File: src/rtl/sdclk_pkg.sv
package sdclk_pkg;

    // Number of one-hot divider bits in the control word.
    localparam int unsigned DIV_BITS = 8;
    // Half-period counter width: the largest half period is 2**DIV_BITS.
    localparam int unsigned CNT_W    = DIV_BITS;

    // Positions of the control bits.
    localparam int unsigned EN_BIT   = 8;
    localparam int unsigned PS_BIT   = 9;

    typedef enum logic [1:0] {
        ST_OFF  = 2'd0,
        ST_PARK = 2'd1,
        ST_LOW  = 2'd2,
        ST_HIGH = 2'd3
    } clk_state_e;

endpackage

File: src/rtl/sdclk_ratio_dec.sv
// Priority decode of the one-hot divider field into (half period - 1).
module sdclk_ratio_dec
    import sdclk_pkg::*;
#(
    parameter int unsigned SEL_W = DIV_BITS,
    parameter int unsigned OUT_W = CNT_W
) (
    input  logic [SEL_W-1:0] sel_i,
    output logic [OUT_W-1:0] half_m1_o
);

    // Candidate value for each select bit: bit i gives half period 2**(i+1).
    logic [OUT_W-1:0] cand [SEL_W];

    genvar g;
    generate
        for (g = 0; g < SEL_W; g++) begin : g_cand
            assign cand[g] = OUT_W'((64'd1 << (g + 1)) - 64'd1);
        end
    endgenerate

    // Scan upward so that the highest set bit wins.
    always_comb begin
        half_m1_o = '0;
        for (int i = 0; i < SEL_W; i++) begin
            if (sel_i[i]) begin
                half_m1_o = cand[i];
            end
        end
    end

endmodule

File: src/rtl/sdclk_half_cnt.sv
// Counts host cycles within one card-clock half period.
module sdclk_half_cnt #(
    parameter int unsigned W = 8
) (
    input  logic         clk_i,
    input  logic         rst_ni,
    input  logic         clr_i,
    input  logic [W-1:0] limit_i,
    output logic         at_end_o
);

    logic [W-1:0] cnt_q;

    always_ff @(posedge clk_i) begin
        if (!rst_ni || clr_i) begin
            cnt_q <= '0;
        end else begin
            cnt_q <= cnt_q + W'(1);
        end
    end

    assign at_end_o = (cnt_q == limit_i);

endmodule

File: src/rtl/sdclk_phase_fsm.sv
// Phase state machine of the card clock.
module sdclk_phase_fsm
    import sdclk_pkg::*;
(
    input  logic       clk_i,
    input  logic       rst_ni,
    input  logic       en_i,
    input  logic       park_i,
    input  logic       at_end_i,
    output clk_state_e state_o,
    output logic       load_o,
    output logic       clr_o,
    output logic       card_clk_o,
    output logic       roll_o
);

    clk_state_e state_q, state_d;
    logic       roll_q;

    // Next-state logic.
    always_comb begin
        state_d = state_q;
        unique case (state_q)
            ST_OFF: begin
                if (en_i) begin
                    state_d = park_i ? ST_PARK : ST_LOW;
                end
            end
            ST_PARK: begin
                if (!en_i) begin
                    state_d = ST_OFF;
                end else if (!park_i) begin
                    state_d = ST_LOW;
                end
            end
            ST_LOW: begin
                if (!en_i) begin
                    state_d = ST_OFF;
                end else if (park_i) begin
                    state_d = ST_PARK;
                end else if (at_end_i) begin
                    state_d = ST_HIGH;
                end
            end
            ST_HIGH: begin
                if (!en_i) begin
                    state_d = ST_OFF;
                end else if (at_end_i) begin
                    state_d = park_i ? ST_PARK : ST_LOW;
                end
            end
            default: state_d = ST_OFF;
        endcase
    end

    // State register and registered rollover strobe.
    always_ff @(posedge clk_i) begin
        if (!rst_ni) begin
            state_q <= ST_OFF;
            roll_q  <= 1'b0;
        end else begin
            state_q <= state_d;
            roll_q  <= (state_q == ST_HIGH) && en_i && at_end_i;
        end
    end

    // Outputs.
    always_comb begin
        state_o    = state_q;
        card_clk_o = (state_q == ST_HIGH);
        roll_o     = roll_q;
        load_o     = (state_d == ST_LOW) && (state_q != ST_LOW);
        clr_o      = (state_d != state_q) || (state_q == ST_OFF)
                     || (state_q == ST_PARK);
    end

endmodule

File: src/rtl/sdclk_gen.sv
module sdclk_gen
    import sdclk_pkg::*;
(
    input  logic        clk_i,
    input  logic        rst_ni,
    input  logic [15:0] ctrl_i,
    input  logic        bus_idle_i,
    output logic        card_clk_o,
    output logic        rollover_o
);

    logic [CNT_W-1:0] half_req;
    logic [CNT_W-1:0] half_act_q;
    logic             load;
    logic             clr;
    logic             at_end;
    logic             park;
    clk_state_e       state;

    assign park = ctrl_i[PS_BIT] && bus_idle_i;

    sdclk_ratio_dec #(
        .SEL_W (DIV_BITS),
        .OUT_W (CNT_W)
    ) u_dec (
        .sel_i     (ctrl_i[DIV_BITS-1:0]),
        .half_m1_o (half_req)
    );

    // The active ratio is updated only on entry into the low phase.
    always_ff @(posedge clk_i) begin
        if (!rst_ni) begin
            half_act_q <= '0;
        end else if (load) begin
            half_act_q <= half_req;
        end
    end

    sdclk_half_cnt #(
        .W (CNT_W)
    ) u_cnt (
        .clk_i    (clk_i),
        .rst_ni   (rst_ni),
        .clr_i    (clr),
        .limit_i  (half_act_q),
        .at_end_o (at_end)
    );

    sdclk_phase_fsm u_fsm (
        .clk_i      (clk_i),
        .rst_ni     (rst_ni),
        .en_i       (ctrl_i[EN_BIT]),
        .park_i     (park),
        .at_end_i   (at_end),
        .state_o    (state),
        .load_o     (load),
        .clr_o      (clr),
        .card_clk_o (card_clk_o),
        .roll_o     (rollover_o)
    );

endmodule

File: config.mk
export PLATFORM = sky130hd
export DESIGN_NAME = sdclk_gen
export DESIGN_NICKNAME = d
export VERILOG_FILES = /design/src/rtl/sdclk_pkg.sv /design/src/rtl/sdclk_ratio_dec.sv /design/src/rtl/sdclk_half_cnt.sv /design/src/rtl/sdclk_phase_fsm.sv /design/src/rtl/sdclk_gen.sv
export SDC_FILE = /design/constraint.sdc
export NUM_CORES = 1
export LEC_CHECK = 0
export BUFFER_PORTS_ARGS = -buffer_cell sky130_fd_sc_hd__buf_2
export CAP_MARGIN = 20
export CELL_PAD_IN_SITES_DETAIL_PLACEMENT = 0
export CELL_PAD_IN_SITES_GLOBAL_PLACEMENT = 1
export CORE_MARGIN = 2
export CORE_UTILIZATION = 35
export CTS_CLUSTER_DIAMETER = 150
export DETAILED_ROUTE_END_ITERATION = 8
export PLACE_DENSITY = 0.83
export SYNTH_ARGS = -nofsm -noshare
export SYNTH_HDL_FRONTEND = slang
export SYNTH_SLANG_ARGS = --single-unit
export TNS_END_PERCENT = 1
File: constraint.sdc
create_clock -name clk_i -period 1.27 [get_ports clk_i]
set_input_delay 0.0635 -clock clk_i [delete_from_list [all_inputs] [get_ports clk_i]]
set_output_delay 0.0635 -clock clk_i [all_outputs]
set_load 0.05 [all_outputs]
After elaboration in Yosys (flattened, before gate mapping)
Index checks and enable logic that the tools add are counted.
{ "classes": {"n_addsub": 1, "n_eq_ne": 7, "n_mux": 18, "n_reduce_logical": 9} }
{ "ops": {"columns": ["op", "count"], "rows": [
  ["$mux 2", 10],
  ["$add 8x1->8 const B", 1],
  ["$eq 8x8->1", 1],
  ["$mux 8", 1],
  ["$pmux 2 s4", 1],
  ["$mux 7", 1],
  ["$eq 2x2->1 const B", 3],
  ["$mux 6", 1],
  ["$mux 5", 1],
  ["$logic_and 1x1->1", 4],
  ["$mux 4", 1],
  ["$logic_or 1x1->1", 3],
  ["$mux 3", 1],
  ["$eq 2x1->1 const B", 1],
  ["$logic_not 2->1", 1],
  ["$ne 2x2->1", 1],
  ["$ne 2x2->1 const B", 1],
  ["$logic_not 1->1", 1],
  ["$mux 1", 1]
]} }
{ "totals": {"ff_bits": 19, "input_bits": 19, "output_inout_bits": 2, "word_cells": 39} }

Logic depth before layout (Yosys ltp)
Gate-level depths: netlist of the first run.
{ "logic_depth": {"depth_word": 9, "ltp_mapped": 5, "depth_no_buf": 4} }

Modules after synthesis
From an unflattened synthesis of the first run, not the netlist that was laid out.
{ "unflattened": {"cells_unflattened": 102, "hier_area_um2": 935.9} }
{ "by_module_without_submodules": {"columns": ["mod", "n_inst", "cells_per_inst", "area_each_um2", "seq_area_each_um2"], "rows": [
  ["sdclk_half_cnt", 1, 47, 405.4, 160.2],
  ["sdclk_gen", 1, 26, 307.8, 160.2],
  ["sdclk_phase_fsm", 1, 18, 146.4, 60.1],
  ["sdclk_ratio_dec", 1, 11, 76.3, 0.0]
]} }

Worst setup path before layout of the first run
OpenSTA, ideal clock, no wires.
{ "synth_path": {"kind": "reg2reg", "startpoint": "register u_cnt.cnt_q[6]", "endpoint": "register half_act_q[2]", "arrival_time_ps": 1321, "t_required_ps": 1184, "path_slack_ps": -136, "stages_incl_launch_ff": 6, "path_buffers": 1, "path_cell_list": "dfxtp_1 xor2_1 nor4_4 buf_4 a311oi_1 a211oi_1"} }
{ "synth_between": {"elab_chain_len": 7, "word_cells_on_any_way": 9} }
{ "synth_rtl": {"columns": ["element", "line", "rtl"], "rows": [
  ["start, declared", "sdclk_half_cnt.sv:12", "logic [W-1:0] cnt_q;"],
  ["start signal, assigned", "sdclk_half_cnt.sv:18", "cnt_q <= cnt_q + W'(1);"],
  ["$eq 8x8->1 *", "sdclk_half_cnt.sv:22", "assign at_end_o = (cnt_q == limit_i);"],
  ["$mux 2", "sdclk_phase_fsm.sv:41", "end else if (at_end_i) begin"],
  ["$mux 2", "sdclk_phase_fsm.sv:39", "end else if (park_i) begin"],
  ["$mux 2", "sdclk_phase_fsm.sv:37", "if (!en_i) begin"],
  ["$pmux 2 s4 *", "sdclk_phase_fsm.sv:23", "unique case (state_q)"],
  ["$eq 2x2->1 *", "sdclk_phase_fsm.sv:72", "load_o = (state_d == ST_LOW) && (state_q != ST_LOW);"],
  ["$logic_and 1x1->1 *", "sdclk_phase_fsm.sv:72", null],
  ["end signal, assigned", "sdclk_gen.sv:35", "half_act_q <= half_req;"],
  ["end, declared", "sdclk_gen.sv:13", "logic [CNT_W-1:0] half_act_q;"]
]} }
Every way passes the cells marked *; elsewhere a longest branch is shown, timed or not.
A chain may end at the register's enable or synchronous reset.

Worst setup path after layout of the first run
{ "layout_path": {"startpoint": "register half_act_q[5]", "endpoint": "register half_act_q[6]"} }
{ "layout_between": {"elab_chain_len": 7, "word_cells_on_any_way": 9} }
{ "layout_rtl": {"columns": ["element", "line"], "rows": [
  ["$eq 8x8->1 *", "sdclk_half_cnt.sv:22"],
  ["$mux 2", "sdclk_phase_fsm.sv:41"],
  ["$mux 2", "sdclk_phase_fsm.sv:39"],
  ["$mux 2", "sdclk_phase_fsm.sv:37"],
  ["$pmux 2 s4 *", "sdclk_phase_fsm.sv:23"],
  ["$eq 2x2->1 *", "sdclk_phase_fsm.sv:72"],
  ["$logic_and 1x1->1 *", "sdclk_phase_fsm.sv:72"]
]} }
Marked as above.

==> flow_summary_export.csv, run 1 <==
group,metric,value,unit
setup_path,critPathMostFrequentCell,"buf_4",
power_and_ir_drop,internal_power,892,µW
timing,fin_crit_sh,122,%
timing,fin_crit,1550,ps
logic_synthesis,synth_top_area_share,39.1,%
cts,clockBufferDepth,2,
logic_synthesis,netlist_area,972,µm²
cts,holdBufCountCts,0,
outcome,violations,"negative setup slack",
power_and_ir_drop,p_seq_share,52.4,%
worst_hold_path,holdCritPathClass,"in2reg",
power_and_ir_drop,combPwrFrac,22.7,%
timing,rsz0062_at_grt,"true",
power_and_ir_drop,p_leak,0.564,nW
setup_path,path_max_fanout,7,
setup_path,slowest_stage,"nor4_4",
logic_synthesis,yosys_warnings,0,
global_route,gr-total-overflow,0,
setup_path,r2r_end,"half_act_q[6]",
final_layout,final_common_cell,"buf_4",
cts,cts_inserted_buffers,3,
setup_path,endpoint_kind,"register",
route,drt_first_pass_iters,4,
power_and_ir_drop,clockPowerShare,24.9,%
logic_synthesis,syn_avg_cell_area,9.35,µm²
route,detail-route-antenna-nets,0,
power_and_ir_drop,ir_drop,598,µV
final_layout,most-common-layout-cells,"buf_4, dfxtp_1, buf_2",
cts,path_clk_slew,110,ps
setup_path,reg2reg_depth,6,
route,wire_per_inst,12.0,µm
cts,cts_num_sinks,19,
placed_design,io_buffers,14,
logic_synthesis,syn-instance-count,104,
setup_path,r2r-start,"half_act_q[5]",
placed_design,hpwl,1630,µm
final_layout,diodes,0,
setup_path,critPathKind,"reg2reg",
worst_hold_path,worstHoldStart,"ctrl_i[0]",
floorplan,initial_utilization,36.2,%
route,viasPerCell,5.21,
logic_synthesis,synth_edf_count,0,
outcome,status,"finished with violations",
logic_synthesis,synth.distinct_cells,28,
final_layout,drive_above_1_share,38.8,%
worst_hold_path,min_to,"half_act_q[0]",
setup_path,slowest_delay,360,ps
cts,clock_latency,300,ps
global_route,grt_pass1_vias,851,
final_layout,finalNetCount,160,
power_and_ir_drop,power_switching,354,µW
global_route,grt_max_degree,11,
floorplan,ioPinCount,21,
logic_synthesis,synthArstFlopShare,0,%
timing,max_freq,643,MHz
cts,cts_root_buf,"clkbuf_4",
timing,slew_violations,0,
timing,layout_setup_ws,-284,ps
cts,cts_max_level,1,
worst_hold_path,min_path_cells,3,
setup_path,required,1490,ps
setup_path,path_cells,"xor2_1, nor4_4, buf_4, buf_4, a311oi_1, a211oi_1",
logic_synthesis,post-synth-top-area-cell,"dfxtp_1",
floorplan,die_h,56.7,µm
floorplan,dieArea,3220,µm²
placed_design,gp_congestion,0.764,
setup_path,rrSetupSlack,-280,ps
timing,relSlewSlack,76.0,%
global_route,grtUsageTotal,14.2,%
logic_synthesis,synthFlopType,"dfxtp_1",
floorplan,rows,19,
logic_synthesis,synth_area_leaders,"dfxtp_1, xor2_1, a311oi_1",
setup_path,start_kind,"register",
timing,worst_pin_slew,356,ps
floorplan,core_area,2690,µm²
power_and_ir_drop,power_density,964,nW/µm²
cts,cts_tree,"done",
route,drtIter0Drc,18,
route,vias,885,
power_and_ir_drop,p_sw_share,28.4,%
logic_synthesis,synth-seq-cells,19,
placed_design,place_ws,-252,ps
global_route,grt_antenna_before_repair,0,
final_layout,area_growth,32.9,%
route,drt_drc_violations_left,0,
power_and_ir_drop,power,1.25,mW
route,routed_wl,2030,µm
global_route,grt_first_pass_wirelength,3570,µm
job,max-cap-violations,0,
timing,setup_viol,19,
setup_path,critical_path_arrival,1780,ps
logic_synthesis,syn_nets,124,
timing,clock_skew,0.865,ps
logic_synthesis,ys_seq_area_share,39.1,%
floorplan,die_w,56.7,µm
timing,hold_violations,0,
cell type report:
type	instances	area (µm²)
Timing Repair Buffer	35	230
Tap cell	31	38.8
Multi-Input combinational cell	75	592
Sequential cell	19	383
Clock buffer	4	26.3
Fill cell	264	1390
Inverter	6	22.5
cells in the mapped netlist (2+ instances only):
library cell and number:
buf_4 2, a211o_2 2, o211ai_1 2, inv_1 6, xor2_1 13, nor3_1 4, nand3_1 7, nor4_4 2
dfxtp_1 19, a311oi_1 8, nand2_1 5, nor2_1 11, a211oi_1 6, and3_1 3
per-layer routing:
layer | global-route usage (%) | vias to the layer above | share of wire (%)
met5 | 0 | - | 0
met4 | 8.16 | 0 | 2.4
met3 | 1.38 | 4 | 2.9
met2 | 23.6 | 16 | 49
met1 | 17.8 | 417 | 46
li1 | - | 448 | -
critical path: cells and delay by family (launching register included):
kind | cells | cell delay (ps)
DFF | 1 | 340
xor gates and xnor gates | 1 | 180
and+or+nand+nor | 1 | 360
AOI/OAI and AO/OA | 2 | 250
buffers and inverters | 2 | 340
power by group through the flow:
stage	clock, mW	sequential (mW)	combinational (mW)
2_1_floorplan	0	0.653	0.169
3_3_place_gp	0	0.659	0.261
3_5_place_dp	0	0.660	0.268
4_1_cts	0.319	0.653	0.275
6_report	0.310	0.653	0.283
5_1_grt	0.336	0.655	0.314
logic make-up after synthesis:
logic type               after synthesis  synth area share (%)
flip-flops                            19                  39.1
buffers and inverters                 10                  5.53
XOR/XNOR                              14                  12.6
adder cells (fa/ha/maj)                1                  1.29
AND/OR/NAND/NOR                       37                  21.5
AO/OA/AOI/OAI                         23                  19.9
sequential cells by signal (all words and copies together), names as in the netlist:
| name | count |
|---|---|
| u_cnt.cnt_q | 8 |
| half_act_q | 8 |
| u_fsm.roll_o | 1 |
| u_fsm.state_o | 2 |
repair_timing:
item                       in CTS  in global routing
gates resized for setup         6                  2
setup endpoints to repair      19                 20
pin swaps                       6                  1
buffers inserted                0                  1
cloned                          0                  0
metrics by stage:
stage	util [%]	instance area, µm²	hold WS [ps]	setup TNS [ps]	instances
6_report	48.1	1290	4.04	-3690	170
5_1_grt	48.1	1290	22.7	-5380	170
4_1_cts	47.6	1280	2.22	-3600	169
3_5_place_dp	45.1	1210	336	-3450	165
3_3_place_gp	45.1	1210	328	-2690	165
2_1_floorplan	-	985	216	-2000	104
worst max path at each step:
| stage | from | endpoint | depth (start not counted) |
|---|---|---|---|
| after global placement | u_cnt.cnt_q[3] | half_act_q[0] | 5 |
| final | half_act_q[5] | half_act_q[6] | 6 |
| after global routing | half_act_q[5] | half_act_q[5] | 6 |
| after detailed placement | half_act_q[5] | half_act_q[6] | 6 |
| after floorplan | u_cnt.cnt_q[3] | u_fsm.state_o[1] | 5 |
| after CTS | half_act_q[0] | half_act_q[6] | 6 |
(Power assumes the default switching activity.)
==> run 2, diff against run 1 <==
--- a/config.mk
+++ b/config.mk
@@ -9,7 +9,7 @@
 export CAP_MARGIN = 20
 export CELL_PAD_IN_SITES_DETAIL_PLACEMENT = 0
 export CELL_PAD_IN_SITES_GLOBAL_PLACEMENT = 1
-export CORE_MARGIN = 2
+export CORE_MARGIN = 3
 export CORE_UTILIZATION = 35
 export CTS_CLUSTER_DIAMETER = 150
 export DETAILED_ROUTE_END_ITERATION = 8
==> run 2 against run 1 <==
  * Count of clock-buffer cells in the layout shrank 1
  * Worst hold slack lost 0.86 ps
  * Non-clock buffer count grew 1
  * Largest power group unchanged
  * The flow still finishes with violations (negative setup slack)
  * Power grew 0.72%
  * Sequential power is essentially flat
  * Core utilization grew 2.6 points
  * Via count shrank 0.11%
  * Register-to-register slack gained 50 ps
  * Routed wire length grew 1.1%
  * Design area grew 0.68%
==> flow_summary_export.csv, run 2 (synthesized netlist as in run 1, its figures left out) <==
group,metric,value,unit
cts,clockBufferDepth,2,
global_route,grt_antenna_before_repair,0,
power_and_ir_drop,power_density,964,nW/µm²
setup_path,critical_path_arrival,1720,ps
placed_design,hpwl,1590,µm
floorplan,ioPinCount,21,
timing,fin_tns_setup,-3250,ps
timing,fin_crit,1500,ps
route,drt_first_pass_iters,4,
floorplan,die_w,58.7,µm
cts,clock_latency,300,ps
placed_design,gp_congestion,0.796,
global_route,grt_pass1_vias,891,
setup_path,endpoint_kind,"register",
route,viasPerCell,5.20,
timing,max_freq,666,MHz
final_layout,drive_above_1_share,41.4,%
timing,slew_violations,0,
route,detail-route-antenna-nets,0,
placed_design,place_ws,-233,ps
final_layout,most-common-layout-cells,"buf_4, buf_2, dfxtp_1",
floorplan,core_area,2570,µm²
setup_path,path_max_fanout,8,
final_layout,layout.cells.non_filler,170,
outcome,violations,"negative setup slack",
final_layout,area_growth,33.8,%
cts,cts_root_buf,"clkbuf_4",
timing,layout_setup_ws,-231,ps
cts,cts_tree,"done",
setup_path,critPathKind,"reg2reg",
worst_hold_path,holdCritPathClass,"in2reg",
global_route,grt_max_degree,12,
final_layout,design_area,1300,µm²
power_and_ir_drop,combPwrFrac,23.3,%
global_route,grt_first_pass_wirelength,3750,µm
setup_path,required,1490,ps
route,vias,884,
floorplan,rows,18,
power_and_ir_drop,ir_drop,602,µV
final_layout,final_common_cell,"buf_4",
power_and_ir_drop,clockPowerShare,24.8,%
placed_design,dp_cells,165,
timing,worst_pin_slew,329,ps
floorplan,dieArea,3450,µm²
cts,cts_num_sinks,19,
power_and_ir_drop,internal_power,892,µW
setup_path,start_kind,"register",
timing,fin_crit_sh,118,%
outcome,status,"finished with violations",
placed_design,io_buffers,14,
power_and_ir_drop,p_seq_share,51.9,%
cts,holdBufCountCts,0,
route,drt_drc_violations_left,0,
timing,hold_violations,0,
cts,cts_inserted_buffers,3,
final_layout,diodes,0,
global_route,gr-total-overflow,0,
cts,cts_max_level,1,
timing,relSlewSlack,77.8,%
placed_design,place_area,1220,µm²
final_layout,finalNetCount,161,
cts,path_clk_slew,110,ps
power_and_ir_drop,p_sw_share,28.9,%
timing,clock_skew,2.82,ps
route,wire_per_inst,12.1,µm
cts,cts_setup_buffers,0,
route,drtIter0Drc,14,
floorplan,die_h,58.7,µm
power_and_ir_drop,p_leak,0.577,nW
job,max-cap-violations,0,
timing,setup_viol,19,
timing,hold_ws,3.18,ps
power_and_ir_drop,power_switching,363,µW
floorplan,initial_utilization,37.9,%
global_route,grtUsageTotal,13.9,%
route,routed_wl,2060,µm
timing,rsz0062_at_grt,"true",
[run 2: cell types whose count changed in the layout (fill, tap and decap cells not counted), moves of 2 or more]
cell     before  now
dfxtp_1      17   14
dfxtp_2       2    5
xor2_1        7    9
xor2_2        6    4
[run 2: timing repair]
action | 4_1_cts | 5_1_grt
cloned | 1 | 0
pin swaps | 3 | 11
endpoints found under the setup margin | 19 | 20
gates resized for setup | 4 | 9
[run 2: through the flow]
stage | power [mW] | util, %
2_1_floorplan | 0.822 | -
5_1_grt | 1.33 | 50.7
6_report | 1.25 | 50.7
4_1_cts | 1.25 | 49.2
3_5_place_dp | 0.927 | 47.5
3_3_place_gp | 0.922 | 47.5
[run 2: final timing paths]
path	start	endpoint	slack (ps)	cells past startpoint
worst max register to register	half_act_q[5]	half_act_q[5]	-230	6
worst max-delay path	half_act_q[5]	half_act_q[5]	-230	6
worst min register to register	u_fsm.state_o[1]	u_fsm.roll_o	550	2
worst min-delay path	ctrl_i[0]	half_act_q[0]	3	3
[run 2: worst max-delay path: stages, from the launching register on]
cell	delay (ps)
dfxtp_1	350
xor2_1	180
nor4_4	340
buf_6	180
buf_4	120
a311oi_1	80
a211oi_1	170
[run 2: layout make-up]
class / count / area, µm²
inverter: 6 / 22.5
tap: 30 / 37.5
multi-input combinational: 75 / 588
timing repair buffer: 36 / 239
fill: 259 / 1270
clock buffer: 3 / 22.5
clock inverter: 1 / 5.00
sequential: 19 / 387
[run 2: power by group through the flow]
stage	logic [mW]	clock network, mW	registers [mW]
global placement	0.264	0	0.659
detailed placement	0.267	0	0.660
CTS	0.278	0.323	0.647
finish	0.292	0.311	0.652
global route	0.324	0.349	0.655
floorplan	0.169	0	0.653
[run 2: per-layer routing]
layer	vias to the layer above	track usage [%]	share of wire, %
li1	449	-	-
met1	412	17.7	45
met2	19	23.4	50
met3	4	1.97	3.5
met4	0	5.83	1.6
met5	-	0	0
